--- src/rtl/mcs_pkg.sv ---
package mcs_pkg;
  typedef enum logic [1:0] {
    CYC_FETCH = 2'b00,
    CYC_EXEC  = 2'b01,
    CYC_DMA   = 2'b10,
    CYC_INT   = 2'b11
  } cyc_e;

  localparam int unsigned OP_W  = 8;
  localparam int unsigned NIB_W = OP_W / 2;
  localparam logic [NIB_W-1:0] GRP_LONG = 4'hC;
  localparam logic [OP_W-1:0]  OP_IDLE  = 8'h00;
endpackage

--- src/rtl/mcs_phase_ctr.sv ---
module mcs_phase_ctr #(
  parameter int unsigned PHASES = 8,
  localparam int unsigned PW = $clog2(PHASES)
) (
  input  logic          clk_i,
  input  logic          rst_ni,
  output logic [PW-1:0] phase_o,
  output logic          last_o
);
  localparam logic [PW-1:0] LAST_P = PW'(PHASES - 1);

  logic [PW-1:0] phase_q;

  always_ff @(posedge clk_i or negedge rst_ni) begin
    if (!rst_ni)               phase_q <= '0;
    else if (phase_q == LAST_P) phase_q <= '0;
    else                       phase_q <= phase_q + 1'b1;
  end

  assign phase_o = phase_q;
  assign last_o  = (phase_q == LAST_P);

  p_phase_step_r1: assert property (@(posedge clk_i) disable iff (!rst_ni)
    (phase_q != LAST_P) |=> (phase_q == $past(phase_q) + 1'b1));
  p_phase_wrap_r1: assert property (@(posedge clk_i) disable iff (!rst_ni)
    last_o |=> (phase_q == '0));
endmodule

--- src/rtl/mcs_decode.sv ---
module mcs_decode
  import mcs_pkg::*;
(
  input  logic [OP_W-1:0]  op_i,
  output logic [NIB_W-1:0] group_o,
  output logic [NIB_W-1:0] reg_o,
  output logic             idle_o,
  output logic             long_o
);
  assign group_o = op_i[OP_W-1:NIB_W];
  assign reg_o   = op_i[NIB_W-1:0];
  assign idle_o  = (op_i == OP_IDLE);
  assign long_o  = (group_o == GRP_LONG);
endmodule

--- src/rtl/mcs_addr_mux.sv ---
module mcs_addr_mux #(
  parameter int unsigned ADDR_W    = 16,
  parameter int unsigned HI_PHASES = 2,
  parameter int unsigned PW        = 3,
  localparam int unsigned BUS_W = ADDR_W / 2
) (
  input  logic              clk_i,
  input  logic              rst_ni,
  input  logic [PW-1:0]     phase_i,
  input  logic [ADDR_W-1:0] addr_i,
  output logic [BUS_W-1:0]  addr_o,
  output logic              ale_o
);
  localparam logic [PW-1:0] HI_P = PW'(HI_PHASES);

  assign ale_o  = (phase_i < HI_P);
  assign addr_o = ale_o ? addr_i[ADDR_W-1:BUS_W] : addr_i[BUS_W-1:0];

  p_ale_fall_r9: assert property (@(posedge clk_i) disable iff (!rst_ni)
    $fell(ale_o) |-> (phase_i == HI_P));
  p_ale_rise_r9: assert property (@(posedge clk_i) disable iff (!rst_ni)
    $rose(ale_o) |-> (phase_i == '0));
endmodule

--- src/rtl/mcycle_seq.sv ---
module mcycle_seq
  import mcs_pkg::*;
#(
  parameter int unsigned PHASES    = 8,
  parameter int unsigned ADDR_W    = 16,
  parameter int unsigned HI_PHASES = 2,
  localparam int unsigned PW    = $clog2(PHASES),
  localparam int unsigned BUS_W = ADDR_W / 2
) (
  input  logic              clk_i,
  input  logic              rst_ni,
  input  logic              irq_i,
  input  logic              dma_req_i,
  input  logic [7:0]        opcode_i,
  input  logic [ADDR_W-1:0] addr_i,
  output logic [BUS_W-1:0]  addr_o,
  output logic              ale_o,
  output logic [1:0]        sc_o,
  output logic [PW-1:0]     phase_o,
  output logic              cycle_end_o,
  output logic [3:0]        op_group_o,
  output logic [3:0]        op_reg_o,
  output logic              idle_o
);
  logic [PW-1:0]   phase;
  logic            last;
  cyc_e            state_q, state_d;
  logic [OP_W-1:0] ir_q;
  logic            first_q;
  logic            dec_idle, dec_long, boundary;

  mcs_phase_ctr #(.PHASES(PHASES)) u_phase (
    .clk_i(clk_i), .rst_ni(rst_ni), .phase_o(phase), .last_o(last));

  mcs_decode u_dec (
    .op_i(ir_q), .group_o(op_group_o), .reg_o(op_reg_o),
    .idle_o(dec_idle), .long_o(dec_long));

  mcs_addr_mux #(.ADDR_W(ADDR_W), .HI_PHASES(HI_PHASES), .PW(PW)) u_amux (
    .clk_i(clk_i), .rst_ni(rst_ni), .phase_i(phase), .addr_i(addr_i),
    .addr_o(addr_o), .ale_o(ale_o));

  always_comb begin
    state_d  = state_q;
    boundary = 1'b0;
    unique case (state_q)
      CYC_FETCH: state_d = CYC_EXEC;
      CYC_EXEC: begin
        if (dec_long && first_q && !dec_idle) state_d = CYC_EXEC;
        else                                  boundary = 1'b1;
      end
      CYC_DMA:   boundary = 1'b1;
      CYC_INT:   state_d = dma_req_i ? CYC_DMA : CYC_FETCH;
      default:   state_d = CYC_FETCH;
    endcase
    if (boundary) begin
      if (dma_req_i)                            state_d = CYC_DMA;
      else if (irq_i)                           state_d = CYC_INT;
      else if (state_q == CYC_EXEC && dec_idle) state_d = CYC_EXEC;
      else                                      state_d = CYC_FETCH;
    end
  end

  always_ff @(posedge clk_i or negedge rst_ni) begin
    if (!rst_ni) begin
      state_q <= CYC_FETCH;
      ir_q    <= '0;
      first_q <= 1'b0;
    end else if (last) begin
      state_q <= state_d;
      first_q <= (state_q == CYC_FETCH);
      if (state_q == CYC_FETCH) ir_q <= opcode_i;
    end
  end

  assign sc_o        = state_q;
  assign phase_o     = phase;
  assign cycle_end_o = last;
  assign idle_o      = (state_q == CYC_EXEC) && dec_idle;

  p_frame_hold_r1: assert property (@(posedge clk_i) disable iff (!rst_ni)
    (phase != '0) |-> $stable(sc_o));
  p_fetch_exec_r3: assert property (@(posedge clk_i) disable iff (!rst_ni)
    (last && sc_o == CYC_FETCH) |=> (sc_o == CYC_EXEC));
  p_long_second_r4: assert property (@(posedge clk_i) disable iff (!rst_ni)
    (last && sc_o == CYC_EXEC && first_q && op_group_o == GRP_LONG) |=> (sc_o == CYC_EXEC));
  p_ir_stable_r5: assert property (@(posedge clk_i) disable iff (!rst_ni)
    !(last && $past(sc_o) == CYC_FETCH) && !$past(last) |-> $stable(ir_q));
  p_idle_hold_r6: assert property (@(posedge clk_i) disable iff (!rst_ni)
    (last && idle_o && !dma_req_i && !irq_i) |=> idle_o);
  p_dma_hold_r7: assert property (@(posedge clk_i) disable iff (!rst_ni)
    (last && sc_o == CYC_DMA && dma_req_i) |=> (sc_o == CYC_DMA));
  p_int_once_r8: assert property (@(posedge clk_i) disable iff (!rst_ni)
    (last && sc_o == CYC_INT) |=> (sc_o != CYC_INT));
endmodule

--- config.mk ---
export PLATFORM = sky130hd
export DESIGN_NAME = mcycle_seq
export DESIGN_NICKNAME = d
export VERILOG_FILES = /design/src/rtl/mcs_pkg.sv /design/src/rtl/mcs_phase_ctr.sv /design/src/rtl/mcs_decode.sv /design/src/rtl/mcs_addr_mux.sv /design/src/rtl/mcycle_seq.sv
export SDC_FILE = /design/constraint.sdc
export NUM_CORES = 1
export LEC_CHECK = 0
export BUFFER_PORTS_ARGS = -buffer_cell sky130_fd_sc_hd__clkbuf_2
export CAP_MARGIN = 30
export CORE_MARGIN = 2
export CORE_UTILIZATION = 38
export DETAILED_ROUTE_END_ITERATION = 6
export GPL_ROUTABILITY_DRIVEN = 0
export PLACE_DENSITY = 0.75
export SYNTH_ARGS = -nofsm -noshare
export SYNTH_HDL_FRONTEND = slang
export SYNTH_HIERARCHICAL = 1
export SYNTH_SLANG_ARGS = --single-unit
--- constraint.sdc ---
create_clock -name clk_i -period 1.7 [get_ports clk_i]
set_input_delay 0.34 -clock clk_i [delete_from_list [all_inputs] [get_ports clk_i]]
set_output_delay 0.34 -clock clk_i [all_outputs]
set_load 0.03 [all_outputs]
==> results.sh <==
export IMPL_status="complete, but fails checks"
export IMPL_violations="setup timing"
export IMPL_initial_core_util_pct=39.22
export IMPL_synth_most_common_cell="mux2_2"
export IMPL_areaGrowthSynthToFinish_pct=70.44
export IMPL_synth_area_top_cells="dfrtp_1, mux2_2, ha_1"
export IMPL_utilization_pct=66.84
export IMPL_cts_sinks=14
export IMPL_stdcell_area_um2=1450
export IMPL_p_per_area_nw_per_um2=1316
export IMPL_fin_crit_sh_pct=115.0
export IMPL_hp_class="in2reg"
export IMPL_die_h_um=51.32
export IMPL_postPlaceCellArea_um2=1149
export IMPL_synth_nets=107
export IMPL_grtUsageMet3_pct=2.047
export IMPL_r2r_cells=8
export IMPL_worstSetupStartpoint="ir_q[6]"
export IMPL_synthCells=73
export IMPL_r2r_start="ir_q[6]"
export IMPL_dp_hpwl_um=1593
export IMPL_critPathRequiredTime_ps=1360
export IMPL_slew_headroom_pct=71.17
export IMPL_vdd_ir_drop_worst_mv=0.8539
export IMPL_wl_per_cell_um=14.59
export IMPL_grt_use_met1_pct=21.40
export IMPL_p_comb_share_pct=57.3
export IMPL_r2r_end="sc_o[0]"
export IMPL_post_route_min_period_ps=1954
export IMPL_worst_setup_path_end_kind="output port"
export IMPL_fin_skew_ps=4.935
export IMPL_power_total_w=0.001908
export IMPL_fp_dieArea_um2=2633
export IMPL_ios=52
export IMPL_power_frac_seq_pct=30.1
export IMPL_first_iter_violations=8
export IMPL_synth_ff_type="dfrtp_1"
export IMPL_hold_depth=2
export IMPL_grt_ovfl_total=0
export IMPL_finalSetupViolations=11
export IMPL_grt_pass1_wl_um=3608
export IMPL_grt_busiest_layer="met2"
export IMPL_synth_top_cell_area_share_pct=41.18
export IMPL_cts_clk_slew_worst_paths_ps=90
export IMPL_first_pass_iters=4
export IMPL_max_freq_mhz=511.7
export IMPL_die_w_um=51.32
export IMPL_grt_total_usage_pct=18.75
export IMPL_cts_made_buffers=3
export IMPL_critPathLaunchType="flop"
export IMPL_grt_max_degree=15
export IMPL_finalWirelength_um=2393
export IMPL_antenna_cells=0
export IMPL_fin_ws_ps=-254.2
export IMPL_cts_max_level=1
export IMPL_cap_violations=0
export IMPL_rows=17
export IMPL_synth_commonest_cells="mux2_2, dfrtp_1, buf_4, ha_1, inv_1"
export IMPL_drive_above_1_share_pct=74.26
export IMPL_antenna_found_initial=0
export IMPL_synth_largest_area_cell="dfrtp_1"
export IMPL_tns_ps=-1225
export IMPL_ant_nets=0
export IMPL_rsz0062_at_grt="yes"
export IMPL_nNetsFinal=171
export IMPL_met2_usage_pct=35.06
export IMPL_drc=0
export IMPL_clk_insertion_delay_late_ps=280
export IMPL_synth_warnings=6
export IMPL_clockPowerShare_pct=12.6
export IMPL_power_internal_w=0.001067
export IMPL_switching_share_pct=44.07
export IMPL_p_leak_nw=0.7324
export IMPL_vias=792
export IMPL_criticalPathCategory="reg2out"
export IMPL_rrSetupSlack_ps=-180
export IMPL_power_switching_w=0.0008410
export IMPL_cts_root_buf="clkbuf_4"
export IMPL_synth_edff_count=0
export IMPL_clock_path_buffers=2
export IMPL_finalHoldViolations=0
export IMPL_ys_seq_area_share_pct=41.18
export IMPL_hp_start="opcode_i[7]"
export IMPL_synthDistinctLibCells=24
export IMPL_core_area_um2=2170
export IMPL_worst_pin_slew_ps=429.1
export IMPL_post_place_ws_ps=-72.79
export IMPL_cp_data_arrival_time_ps=1610
export IMPL_cp_max_fo=2
export IMPL_ys_ff_latch=14
export IMPL_holdPathEnd="ir_q[7]"
export IMPL_avgSynthCellArea_um2=11.66
export IMPL_syn_area_um2=850.8
export IMPL_async_flop_share_pct=100.0
export IMPL_via_per_inst=4.829
export IMPL_io_buffers=51
export IMPL_grt_pass1_vias=815
export IMPL_slew_violations=0
export IMPL_tritoncts="yes"
export IMPL_fillers=179
[final cells by class]
class                   count  area, um^2  area share, %
multi-input cells          46       534.3          36.84
inverters                   6       22.52          1.553
well taps                  28       35.03          2.416
flip-flops and latches     14       355.3          24.50
clock buffers               4       36.28          2.502
repair buffers             66       466.7          32.18
[flip-flops by register name (all words and copies together), names as in the netlist]
signal	flops
first_q	1
ir_q	8
sc_o	2
u_phase/phase_o	3
[worst max-delay path by stage]
stage,end,slack [ps],cells past startpoint
after floorplan,sc_o[0],20,5
after global placement,idle_o,-30,4
after detailed placement,sc_o[0],-70,5
after CTS,idle_o,-290,4
after global routing,idle_o,-300,4
final,idle_o,-250,4
[what timing repair did]
item | CTS | global route
gates cloned | 1 | 0
setup buffers | 4 | 3
pin swaps | 10 | 6
hold buffers | 1 | 0
setup endpoints to repair | 11 | 12
hold endpoints to repair | 14 | 0
resized for setup | 32 | 19
[through the flow]
stage / hold WS [ps] / instances
4_1_cts: 283.7 / 161
6_report: 289.4 / 164
3_3_place_gp: 254.2 / 152
5_1_grt: 275.7 / 164
3_5_place_dp: 264.6 / 152
2_1_floorplan: 44.41 / 73
[logic make-up after synthesis]
family                   share of synthesized area [%]
AO/OA/AOI/OAI                                    10.00
adder cells (fa/ha/maj)                          8.823
buffers and inverters                            9.706
flip-flops                                       41.18
multiplexers                                     21.18
AND/OR/NAND/NOR                                  9.118
[placed cells by master (no fill, tap or decap)]
cell and count:
clkbuf_2 41, buf_4 13, dfrtp_1 10, buf_8 9, mux2_2 8, mux2_4 8, inv_1 6, ha_1 4
clkbuf_4 4, dfrtp_2 4, nor2_4 3, nand2_1 2, a211oi_1 2, or4_4 2, and2_4 1, nand3b_1 1
nor2b_1 1, a21o_1 1, nand4bb_4 1, o21a_1 1, a21oi_2 1, o2111a_1 1, o32a_1 1, a31oi_4 1
a221oi_1 1, o32ai_2 1, o21ai_0 1, clkbuf_8 1, dlygate4sd3_1 1, buf_6 1, nor3_1 1, nor2_1 1
ha_2 1, ha_4 1
[power groups by stage]
| stage | clock, W | sequential [W] | combinational, W |
|---|---|---|---|
| after global routing | 0.000261 | 0.000589 | 0.00117 |
| after floorplan | 0 | 0.000599 | 0.000669 |
| final | 0.000241 | 0.000574 | 0.00109 |
| after global placement | 0 | 0.000552 | 0.000906 |
| after detailed placement | 0 | 0.000563 | 0.000933 |
| after CTS | 0.000246 | 0.000562 | 0.00101 |
[per-layer routing]
layer  share of wire [%]  vias up
met5                   0        -
met3                 4.9        2
li1                    -      387
met2                  57       31
met1                  37      372
met4                0.79        0
[critical path, cell delays in order, from the launching register on]
cell and delay, ps:
dfrtp_1 400, or4_4 550, nor2_4 120, and2_4 160, buf_8 120
(Power assumes the default switching activity.)
